## src/rtl/rx_addr_filter.sv

```systemverilog
module rx_addr_filter #(
  parameter int N_EXACT = 4,
  parameter int ADDR_W  = $clog2(2 * N_EXACT + 4)
) (
  input  logic              clk,
  input  logic              rst_n,
  input  logic              sof,
  input  logic              byte_vld,
  input  logic [7:0]        byte_data,
  input  logic              cfg_we,
  input  logic [ADDR_W-1:0] cfg_addr,
  input  logic [31:0]       cfg_wdata,
  output logic              dec_vld,
  output logic              dec_accept,
  output logic [2:0]        dec_reason
);

  localparam logic [31:0] POLY = 32'hEDB88320;
  localparam logic [2:0] RSN_DROP    = 3'd0;
  localparam logic [2:0] RSN_PROMISC = 3'd1;
  localparam logic [2:0] RSN_BCAST   = 3'd2;
  localparam logic [2:0] RSN_EXACT   = 3'd3;
  localparam logic [2:0] RSN_PASSMC  = 3'd4;
  localparam logic [2:0] RSN_HASH    = 3'd5;

  logic [2:0]         mode_q;
  logic [31:0]        hash_lo_q, hash_hi_q;
  logic [47:0]        da_q;
  logic [31:0]        crc_q;
  logic [2:0]         cnt_q;
  logic               done_q;
  logic [N_EXACT-1:0] hit, ent_valid;
  logic [2:0]         reason;

  function automatic logic [31:0] crc_byte(input logic [31:0] c, input logic [7:0] d);
    logic [31:0] r;
    r = c;
    for (int i = 0; i < 8; i++)
      r = (r[0] ^ d[i]) ? ((r >> 1) ^ POLY) : (r >> 1);
    return r;
  endfunction

  wire        start    = byte_vld && sof;
  wire        take     = byte_vld && (start || (cnt_q != 3'd0 && cnt_q < 3'd6));
  wire [2:0]  slot     = start ? 3'd0 : cnt_q;
  wire [31:0] crc_base = start ? 32'hFFFF_FFFF : crc_q;

  always_ff @(posedge clk) begin
    if (!rst_n) begin
      cnt_q  <= 3'd0;
      crc_q  <= 32'hFFFF_FFFF;
      da_q   <= '0;
      done_q <= 1'b0;
    end else begin
      done_q <= take && (slot == 3'd5);
      if (take) begin
        crc_q <= crc_byte(crc_base, byte_data);
        da_q[slot*8 +: 8] <= byte_data;
        cnt_q <= slot + 3'd1;
      end
    end
  end

  always_ff @(posedge clk) begin
    if (!rst_n) begin
      mode_q    <= '0;
      hash_lo_q <= '0;
      hash_hi_q <= '0;
    end else if (cfg_we) begin
      if (cfg_addr == ADDR_W'(0)) mode_q    <= cfg_wdata[2:0];
      if (cfg_addr == ADDR_W'(1)) hash_lo_q <= cfg_wdata;
      if (cfg_addr == ADDR_W'(2)) hash_hi_q <= cfg_wdata;
    end
  end

  for (genvar k = 0; k < N_EXACT; k++) begin : g_ent
    logic [31:0] lo_q;
    logic [15:0] hi_q;
    logic        v_q;
    always_ff @(posedge clk) begin
      if (!rst_n) begin
        lo_q <= '0;
        hi_q <= '0;
        v_q  <= 1'b0;
      end else if (cfg_we) begin
        if (cfg_addr == ADDR_W'(4 + 2 * k)) lo_q <= cfg_wdata;
        if (cfg_addr == ADDR_W'(5 + 2 * k)) begin
          hi_q <= cfg_wdata[15:0];
          v_q  <= cfg_wdata[31];
        end
      end
    end
    assign ent_valid[k] = v_q;
    assign hit[k]       = v_q && (da_q == {hi_q, lo_q});
  end

  wire       is_mc    = da_q[0];
  wire       is_bc    = &da_q;
  wire [5:0] hidx     = ~{crc_q[0], crc_q[1], crc_q[2], crc_q[3], crc_q[4], crc_q[5]};
  wire       hash_bit = hidx[5] ? hash_hi_q[hidx[4:0]] : hash_lo_q[hidx[4:0]];

  always_comb begin
    if (mode_q[0])                         reason = RSN_PROMISC;
    else if (is_bc)                        reason = RSN_BCAST;
    else if (|hit)                         reason = RSN_EXACT;
    else if (is_mc && mode_q[1])           reason = RSN_PASSMC;
    else if (is_mc && mode_q[2] && hash_bit) reason = RSN_HASH;
    else                                   reason = RSN_DROP;
  end

  assign dec_vld    = done_q;
  assign dec_reason = done_q ? reason : RSN_DROP;
  assign dec_accept = done_q && (reason != RSN_DROP);

  assert_strobe_single_R2: assert property (@(posedge clk) disable iff (!rst_n)
    dec_vld |=> !dec_vld);
  assert_strobe_after_byte_R2: assert property (@(posedge clk) disable iff (!rst_n)
    dec_vld |-> $past(byte_vld));
  assert_idle_quiet_R1: assert property (@(posedge clk) disable iff (!rst_n)
    !dec_vld |-> (!dec_accept && dec_reason == RSN_DROP));
  assert_promisc_first_R11: assert property (@(posedge clk) disable iff (!rst_n)
    (dec_vld && mode_q[0]) |-> dec_reason == RSN_PROMISC);
  assert_hash_needs_mode_R8: assert property (@(posedge clk) disable iff (!rst_n)
    (dec_vld && dec_reason == RSN_HASH) |-> (mode_q[2] && da_q[0]));
  assert_exact_needs_valid_R5: assert property (@(posedge clk) disable iff (!rst_n)
    (dec_vld && dec_reason == RSN_EXACT) |-> (|ent_valid));

endmodule

```

## config.mk

```make
export PLATFORM = sky130hd
export DESIGN_NAME = rx_addr_filter
export DESIGN_NICKNAME = d
export VERILOG_FILES = /design/src/rtl/rx_addr_filter.sv
export SDC_FILE = /design/constraint.sdc
export NUM_CORES = 1
export LEC_CHECK = 0
export ABC_AREA = 1
export BUFFER_PORTS_ARGS = -buffer_cell sky130_fd_sc_hd__buf_2
export CORE_MARGIN = 5
export CORE_UTILIZATION = 30
export CTS_CLUSTER_SIZE = 20
export DETAILED_ROUTE_END_ITERATION = 8
export PLACE_DENSITY = 0.42
export SYNTH_ARGS = -nofsm -noshare
export SYNTH_HDL_FRONTEND = slang
export SYNTH_SLANG_ARGS = --single-unit
```

## constraint.sdc

```tcl
create_clock -name clk -period 2.5 [get_ports clk]
set_clock_uncertainty 0.15 [all_clocks]
set_input_delay 0.25 -clock clk [delete_from_list [all_inputs] [get_ports clk]]
set_output_delay 0.25 -clock clk [all_outputs]
set_load 0.02 [all_outputs]
```

==> flow_summary.rst, run 1 <==
.. list-table::
   :header-rows: 1

   * - Metric
     - Value
   * - TritonCTS clock tree
     - built
   * - Max-slew violation total from the final report
     - 0
   * - Largest family of logic cells by synthesized area
     - simple AND/OR/NAND/NOR gates
   * - Multi-input combinational cell area
     - 8720 µm²
   * - Seq/Total Area, Yosys
     - 41.8%
   * - Number of placement rows
     - 86
   * - Number of buffers added on ports
     - 53
   * - Mux share of post-synthesis cell area
     - 0%
   * - Detailed-route DRC error count
     - 0
   * - Antenna violations before repair
     - 2
   * - Number of synthesized register bits
     - 347
   * - Final Hold Vio Count
     - 0
   * - Largest net degree at the start of global routing
     - 114
   * - Simple-Gate Fraction of Synth Area
     - 26.1%
   * - Crit Path Max Fanout
     - 4
   * - Fin area
     - 21700 µm²
   * - Upper clock frequency limit
     - 332 MHz
   * - Nets@finish
     - 2720
   * - Clock transition at the register clock pins on the worst setup and hold paths after CTS
     - 60 ps
   * - Die X
     - 245 µm
   * - Mean instance size in the synthesized netlist
     - 6.85 µm²
   * - Share of the cycle needed by the critical path after routing
     - 120%
   * - Cell chosen for the clock root
     - clkbuf_16
   * - Pleak
     - 9.58 nW
   * - Detailed placer's ending HPWL
     - 58.0 mm
   * - Synthesized instance count
     - 2423
   * - Num ports
     - 54
   * - R2R setup slack
     - 90 ps
   * - Routed len/inst
     - 23.1 µm
   * - Worst Setup Start Kind
     - register
   * - Critical path endpoint category
     - primary output
   * - Run status
     - complete, but fails checks
   * - Total routing resource utilization after global routing
     - 25.8%
   * - Inserted Diodes
     - 0
   * - Post-synthesis cell type count
     - 41
   * - Synth-to-layout area growth
     - 30.8%
   * - Share of synthesized cell area in full adder, half adder and majority cells
     - 0.301%
   * - Drt total wl
     - 79.7 mm
   * - Maximum level of the CTS H-tree
     - 2
   * - RSZ-0062 raised after global routing
     - true
   * - Failing checks
     - setup timing
   * - DRT iter0 DRCs
     - 1552
   * - Clock Sink Count
     - 347
   * - Delay of the slowest cell on the worst path
     - 350 ps
   * - Power density relative to cell area
     - 702 nW/µm²
   * - Setup crit start
     - da_q[45]$_SDFFE_PN0P_
   * - Sequence of cells on the critical path
     - clkinvlp_4, buf_6, buf_6, o21ai_2, nor2_1, nand2_1, nor2_1, nand2_1, nor2_1, nand2_1, nand2_2, nor2_4, nand3_2, nor2_4, nor2_2, nand2_2, buf_6
   * - Minimum period implied by the final worst setup slack
     - 3010 ps
   * - Data arrival time at the worst-slack endpoint
     - 2610 ps
   * - Xor-xnor portion of the synthesized cell area
     - 6.65%
   * - Overall via count from detail_route
     - 17300
   * - Compound-cell area share of the yosys netlist
     - 18.0%
   * - Finished Core Util
     - 39.5%
   * - Die Outline Area
     - 60200 µm²
   * - Worst hold margin
     - 31.2 ps
   * - Post-synth EDFFs
     - 0
   * - Worst IR drop on VDD
     - 0.450 mV
   * - Number of buffers created by CTS
     - 45
   * - Total of endpoints with negative setup slack in the final report
     - 4
   * - Vias per Instance
     - 5.02
   * - Source-to-sink clock delay at the later pin of the worst-skew pair
     - 590 ps
   * - Remaining Overflow, GRT
     - 0
   * - Rel. slew slack
     - 36.5%
   * - Synth async-reset ratio
     - 0%
   * - Initial standard-cell utilization of the core
     - 30.2%
   * - Crit Reg-Reg Startpoint
     - cnt_q[0]$_SDFFE_PN0P_
   * - CP max-delay cell
     - dfxtp_2
   * - Maximum Capacitance Violations
     - 0
   * - Hold_sp
     - cfg_wdata[1]
   * - Wire length of the first global-routing pass
     - 115 mm
   * - Number of nets still failing antenna checks after routing
     - 0
   * - Routability cong.
     - 0.959
   * - Terminus of the critical flop-to-flop path
     - da_q[37]$_SDFFE_PN0P_
   * - Number of detailed-routing iterations run before antenna repair
     - 7
   * - FF+latch area
     - 6970 µm²
   * - Hold Path Class
     - primary input to register
   * - Buffers from clock root to sink, at most
     - 3
   * - Placed cell area
     - 19400 µm²
   * - Fill cells
     - 5820
   * - Via count of the first global-routing pass
     - 16600
   * - Warnings from Yosys
     - 0
   * - R2R cell count
     - 12
   * - Most instantiated flip-flop cell in the synthesis netlist
     - dfxtp_1
   * - Die span in y
     - 245 µm
   * - Area of the core
     - 55000 µm²
   * - Category of the critical setup timing path
     - register to primary output
   * - Setup TNS Final
     - -1980 ps
   * - Worst slew pin tran
     - 952 ps
   * - End point of the critical path
     - dec_accept
   * - Synthesized net count
     - 2476
   * - Ratio of cells with drive above 1 in the final layout
     - 18.5%
   * - Area of the mapped netlist
     - 16600 µm²
   * - Least setup slack across all paths after layout
     - -511 ps
   * - CP required
     - 2100 ps
-- state kept, by name, indices dropped and copies added, names as in the netlist, 4 cells and up --
signal      flops
hash_hi_q      32
crc_q          32
g_ent.hi_q     64
g_ent.v_q       4
g_ent.lo_q    128
da_q           48
hash_lo_q      32
-- repair_timing --
item                       in CTS  in global routing
hold endpoints to repair      200                  0
gates cloned                    1                  1
setup buffers                   7                  5
setup endpoints to repair      11                 14
hold buffers                   34                  0
pin swaps                      23                 22
resized for setup              90                 30
-- critical path, delay by kind of cell, from the launching register on --
kind / cells / cell delay, ps
buf+inv: 4 / 600
compound gates: 1 / 100
flops: 1 / 350
simple gates: 12 / 980
-- cells by family after synthesis --
family / after synthesis
DFF: 347
AOI/OAI and AO/OA: 568
xor gates and xnor gates: 117
adders and majority gates: 4
and+or+nand+nor: 1083
buffers and inverters: 304
-- synth_stat cells, types with 6 or more instances --
library cell / n / area (µm²)
nor3_1: 13 / 65.1
nor2_1: 607 / 2280
o21ai_0: 382 / 1910
buf_2: 20 / 100
inv_1: 148 / 556
xor2_2: 6 / 97.6
nand2_1: 347 / 1300
o22ai_1: 19 / 119
nand2_2: 6 / 37.5
a211oi_1: 19 / 143
dfxtp_1: 347 / 6950
nand4_1: 18 / 113
nand3_1: 72 / 360
a21oi_1: 119 / 596
o211ai_1: 15 / 113
xnor2_1: 49 / 429
clkbuf_1: 115 / 432
xor2_1: 59 / 517
inv_2: 11 / 41.3
-- per-stage QoR --
| step | power, W | setup slack, ps | instances |
|---|---|---|---|
| after floorplan | 0.00726 | 134 | 2423 |
| after global placement | 0.00835 | -637 | 3323 |
| after detailed placement | 0.00835 | -566 | 3323 |
| after CTS | 0.0153 | -486 | 3446 |
| after global routing | 0.0158 | -635 | 3451 |
| final | 0.0152 | -511 | 3451 |
-- metal layers --
| metal | GRT usage, % | wire (µm) |
|---|---|---|
| met4 | 9.27 | 3380 |
| met1 | 35.4 | 35400 |
| met3 | 3.02 | 4600 |
| met2 | 42.1 | 36300 |
| met5 | 0 | 0 |
-- cells in the final DEF, fill, tap and decap left out, types with 7 or more instances in the layout --
cell type / count
o22ai_1: 18
dfxtp_2: 11
buf_6: 13
nand2_2: 19
xnor2_1: 45
o21ai_1: 12
clkbuf_16: 45
xor2_2: 7
nand2_1: 334
buf_12: 27
nand3_1: 66
o21ai_0: 369
inv_1: 138
buf_4: 214
nor2_2: 17
xor2_1: 58
clkbuf_8: 7
inv_2: 16
buf_2: 49
a21oi_1: 119
nor3_1: 9
nand4_1: 18
nor2_1: 590
a211oi_1: 19
dlygate4sd3_1: 34
inv_6: 7
dfxtp_1: 333
clkinv_2: 7
clkbuf_1: 10
o211ai_1: 15
-- area by class of cell --
type,count,share of cell area (%)
repair inverters,1,0.0346
flip-flops and latches,347,32.1
well taps,748,4.31
repair buffers,338,13.4
clock inverters,21,1.25
inverters,162,2.97
clock buffers,62,5.80
multi-input cells,1772,40.1
-- worst min path at each step --
stage | endpoint | slack [ps] | cells past startpoint
floorplan | g_ent[0].lo_q[16]$_SDFFE_PN0P_ | 230 | 2
global placement | mode_q[2]$_SDFFE_PN0P_ | 290 | 2
detailed placement | mode_q[2]$_SDFFE_PN0P_ | 290 | 2
CTS | hash_hi_q[1]$_SDFFE_PN0P_ | 10 | 3
global route | g_ent[3].lo_q[13]$_SDFFE_PN0P_ | 20 | 3
finish | hash_lo_q[1]$_SDFFE_PN0P_ | 30 | 3
-- where the power goes --
group,internal [W],switching (W)
Clock,0.00408,0.00279
Combinational,0.000922,0.00159
Sequential,0.00573,0.000137
Power figures use the tool's default switching activity.
==> run 2: changes to the inputs <==
--- a/config.mk
+++ b/config.mk
@@ -6,11 +6,12 @@
 export NUM_CORES = 1
 export LEC_CHECK = 0
 export ABC_AREA = 1
-export BUFFER_PORTS_ARGS = -buffer_cell sky130_fd_sc_hd__buf_2
 export CORE_MARGIN = 5
 export CORE_UTILIZATION = 30
+export CTS_CLUSTER_DIAMETER = 80
 export CTS_CLUSTER_SIZE = 20
 export DETAILED_ROUTE_END_ITERATION = 8
+export DONT_BUFFER_PORTS = 1
 export PLACE_DENSITY = 0.42
 export SYNTH_ARGS = -nofsm -noshare
 export SYNTH_HDL_FRONTEND = slang
==> flow_summary.rst, run 2 (same netlist as run 1, synthesis figures left out) <==
.. list-table::
   :header-rows: 1

   * - Metric
     - Value
   * - Total of endpoints with negative setup slack in the final report
     - 4
   * - Least setup slack across all paths after layout
     - -519 ps
   * - Detailed-route DRC error count
     - 0
   * - Flip-flop count of the largest register, all copies and words added
     - 128
   * - Finished Core Util
     - 39.6%
   * - R2R cell count
     - 10
   * - Remaining Overflow, GRT
     - 0
   * - Number of buffers added on ports
     - 0
   * - Num ports
     - 54
   * - Worst Setup Start Kind
     - register
   * - Crit Path Max Fanout
     - 4
   * - Power density relative to cell area
     - 631 nW/µm²
   * - Via count of the first global-routing pass
     - 16600
   * - Rel. slew slack
     - 16.8%
   * - Nets@finish
     - 2720
   * - Share of the cycle needed by the critical path after routing
     - 121%
   * - Failing checks
     - setup timing
   * - Antenna violations before repair
     - 9
   * - TritonCTS clock tree
     - built
   * - Wire length of the first global-routing pass
     - 119 mm
   * - Minimum period implied by the final worst setup slack
     - 3020 ps
   * - Worst IR drop on VDD
     - 0.551 mV
   * - Final std cells w/o fill
     - 3442
   * - Power, Total
     - 0.0137 W
   * - Number of detailed-routing iterations run before antenna repair
     - 5
   * - Die span in y
     - 245 µm
   * - Synth-to-layout area growth
     - 31.0%
   * - Terminus of the critical flop-to-flop path
     - da_q[47]$_SDFFE_PN0P_
   * - Final Hold Vio Count
     - 0
   * - Number of buffers created by CTS
     - 30
   * - Routability cong.
     - 1.04
   * - Fill cells
     - 5852
   * - Die Outline Area
     - 60200 µm²
   * - Initial standard-cell utilization of the core
     - 30.2%
   * - Register ranked first by flip-flop count
     - g_ent.lo_q
   * - DRT iter0 DRCs
     - 1637
   * - Crit Reg-Reg Startpoint
     - cnt_q[0]$_SDFFE_PN0P_
   * - Number of nets still failing antenna checks after routing
     - 0
   * - Cell chosen for the clock root
     - clkbuf_16
   * - Critical path endpoint category
     - primary output
   * - Maximum Capacitance Violations
     - 0
   * - Most common cell after layout, fill and taps aside
     - nor2_1
   * - Top Registers
     - g_ent.lo_q: 128 flops, g_ent.hi_q: 64 flops, da_q: 48 flops
   * - Number of instances on the worst hold path
     - 5
   * - Area of the core
     - 55000 µm²
   * - Buffers from clock root to sink, at most
     - 3
   * - Run status
     - complete, but fails checks
   * - Routed len/inst
     - 24.2 µm
   * - Upper clock frequency limit
     - 331 MHz
   * - Detailed placer's ending HPWL
     - 57.4 mm
   * - Vias per Instance
     - 5.08
   * - Hold Path Class
     - primary input to register
   * - CP required
     - 2100 ps
   * - Commonest cells after routing, fill and taps aside
     - 584 x nor2_1, 372 x o21ai_0, 334 x dfxtp_1, 332 x nand2_1, 179 x dlygate4sd3_1
   * - Category of the critical setup timing path
     - register to primary output
   * - Clock Sink Count
     - 347
   * - Clock transition at the register clock pins on the worst setup and hold paths after CTS
     - 90 ps
   * - Setup TNS Final
     - -1950 ps
   * - Number of instances in the placed design
     - 3192
   * - Source-to-sink clock delay at the later pin of the worst-skew pair
     - 630 ps
   * - Die X
     - 245 µm
   * - R2R setup slack
     - 160 ps
   * - Hold_sp
     - byte_data[0]
   * - Maximum level of the CTS H-tree
     - 1
   * - Ratio of cells with drive above 1 in the final layout
     - 13.1%
   * - Drt total wl
     - 83.4 mm
   * - Pleak
     - 9.14 nW
   * - Worst Hold End
     - crc_q[13]$_SDFFE_PN1P_
   * - Largest net degree at the start of global routing
     - 178
   * - Max-slew violation total from the final report
     - 0
   * - RSZ-0062 raised after global routing
     - true
   * - Total routing resource utilization after global routing
     - 26.7%
   * - Number of placement rows
     - 86
   * - Worst slew pin tran
     - 1240 ps
   * - Overall via count from detail_route
     - 17500
   * - Data arrival time at the worst-slack endpoint
     - 2620 ps
==> run 2: changes by cell type in the layout (fill, tap and decap cells not counted), moves of 5 or more <==
cell and delta:
buf_12 -12, buf_2 -49, buf_4 -61, buf_6 -10, clkbuf_1 -10, clkbuf_16 -15
clkbuf_8 -5, clkinv_2 -7, diode_2 +5, dlygate4sd3_1 +145, inv_12 +5, nor2_1 -6
==> run 2: worst max-delay path, stage by stage, from the launching register on <==
cell        delay, ps
dfxtp_2           340
buf_12            130
clkinvlp_4        140
nand2_1           110
o21ai_1           110
nand3b_1          190
nor2_2            180
nand2_1            80
nor2_1             80
nand2_1            70
nand2_2           100
nor2_4             60
nand3_2            80
nor2_4             50
nor2_2            170
nand2_4            90
==> run 2: where the power goes <==
part           internal (W)  switching (W)
Sequential          0.00571       0.000135
Clock               0.00272        0.00271
Combinational      0.000889        0.00156
==> run 2: worst max-delay path by stage <==
stage | start | endpoint | slack, ps | cells after the start
after CTS | da_q[15]$_SDFFE_PN0P_ | dec_accept | -510 | 15
after floorplan | byte_vld | da_q[19]$_SDFFE_PN0P_ | 130 | 12
after detailed placement | da_q[14]$_SDFFE_PN0P_ | dec_accept | -360 | 17
final | da_q[40]$_SDFFE_PN0P_ | dec_accept | -520 | 15
after global placement | da_q[14]$_SDFFE_PN0P_ | dec_accept | -450 | 17
after global routing | da_q[29]$_SDFFE_PN0P_ | dec_accept | -670 | 17
==> run 2: per-stage QoR <==
stage | setup WS [ps] | hold WS, ps | instance area [µm²]
2_1_floorplan | 134 | 235 | 16600
3_3_place_gp | -451 | 200 | 18400
3_5_place_dp | -356 | 205 | 18400
4_1_cts | -507 | 1.93 | 21600
5_1_grt | -670 | 11.0 | 21800
6_report | -519 | 36.5 | 21800
==> run 2: layout make-up <==
class / instances / area (µm²) / share of cell area, %
inverters: 162 / 651 / 2.99
clock inverters: 22 / 320 / 1.47
well taps: 748 / 936 / 4.30
flip-flops and latches: 347 / 6970 / 32.0
repair buffers: 353 / 3360 / 15.4
repair inverters: 1 / 7.51 / 0.0345
diodes: 5 / 12.5 / 0.0575
clock buffers: 32 / 778 / 3.58
multi-input cells: 1772 / 8720 / 40.1
==> run 2: what timing repair did <==
item	4_1_cts	5_1_grt
gates resized for setup	74	35
pin swaps	23	16
setup buffers	4	5
hold endpoints to repair	344	2
hold buffers	179	1
cloned	2	1
endpoints found under the setup margin	8	24
==> run 2: per-layer routing <==
layer	vias up	share of wire, %	global-route usage, %	wire, µm
met1	8462	44	35.7	36400
li1	8309	-	-	-
met5	-	0.034	0	28
met3	152	5.2	3.14	4350
met2	547	46	44.4	38600
met4	4	4.7	10.1	3950
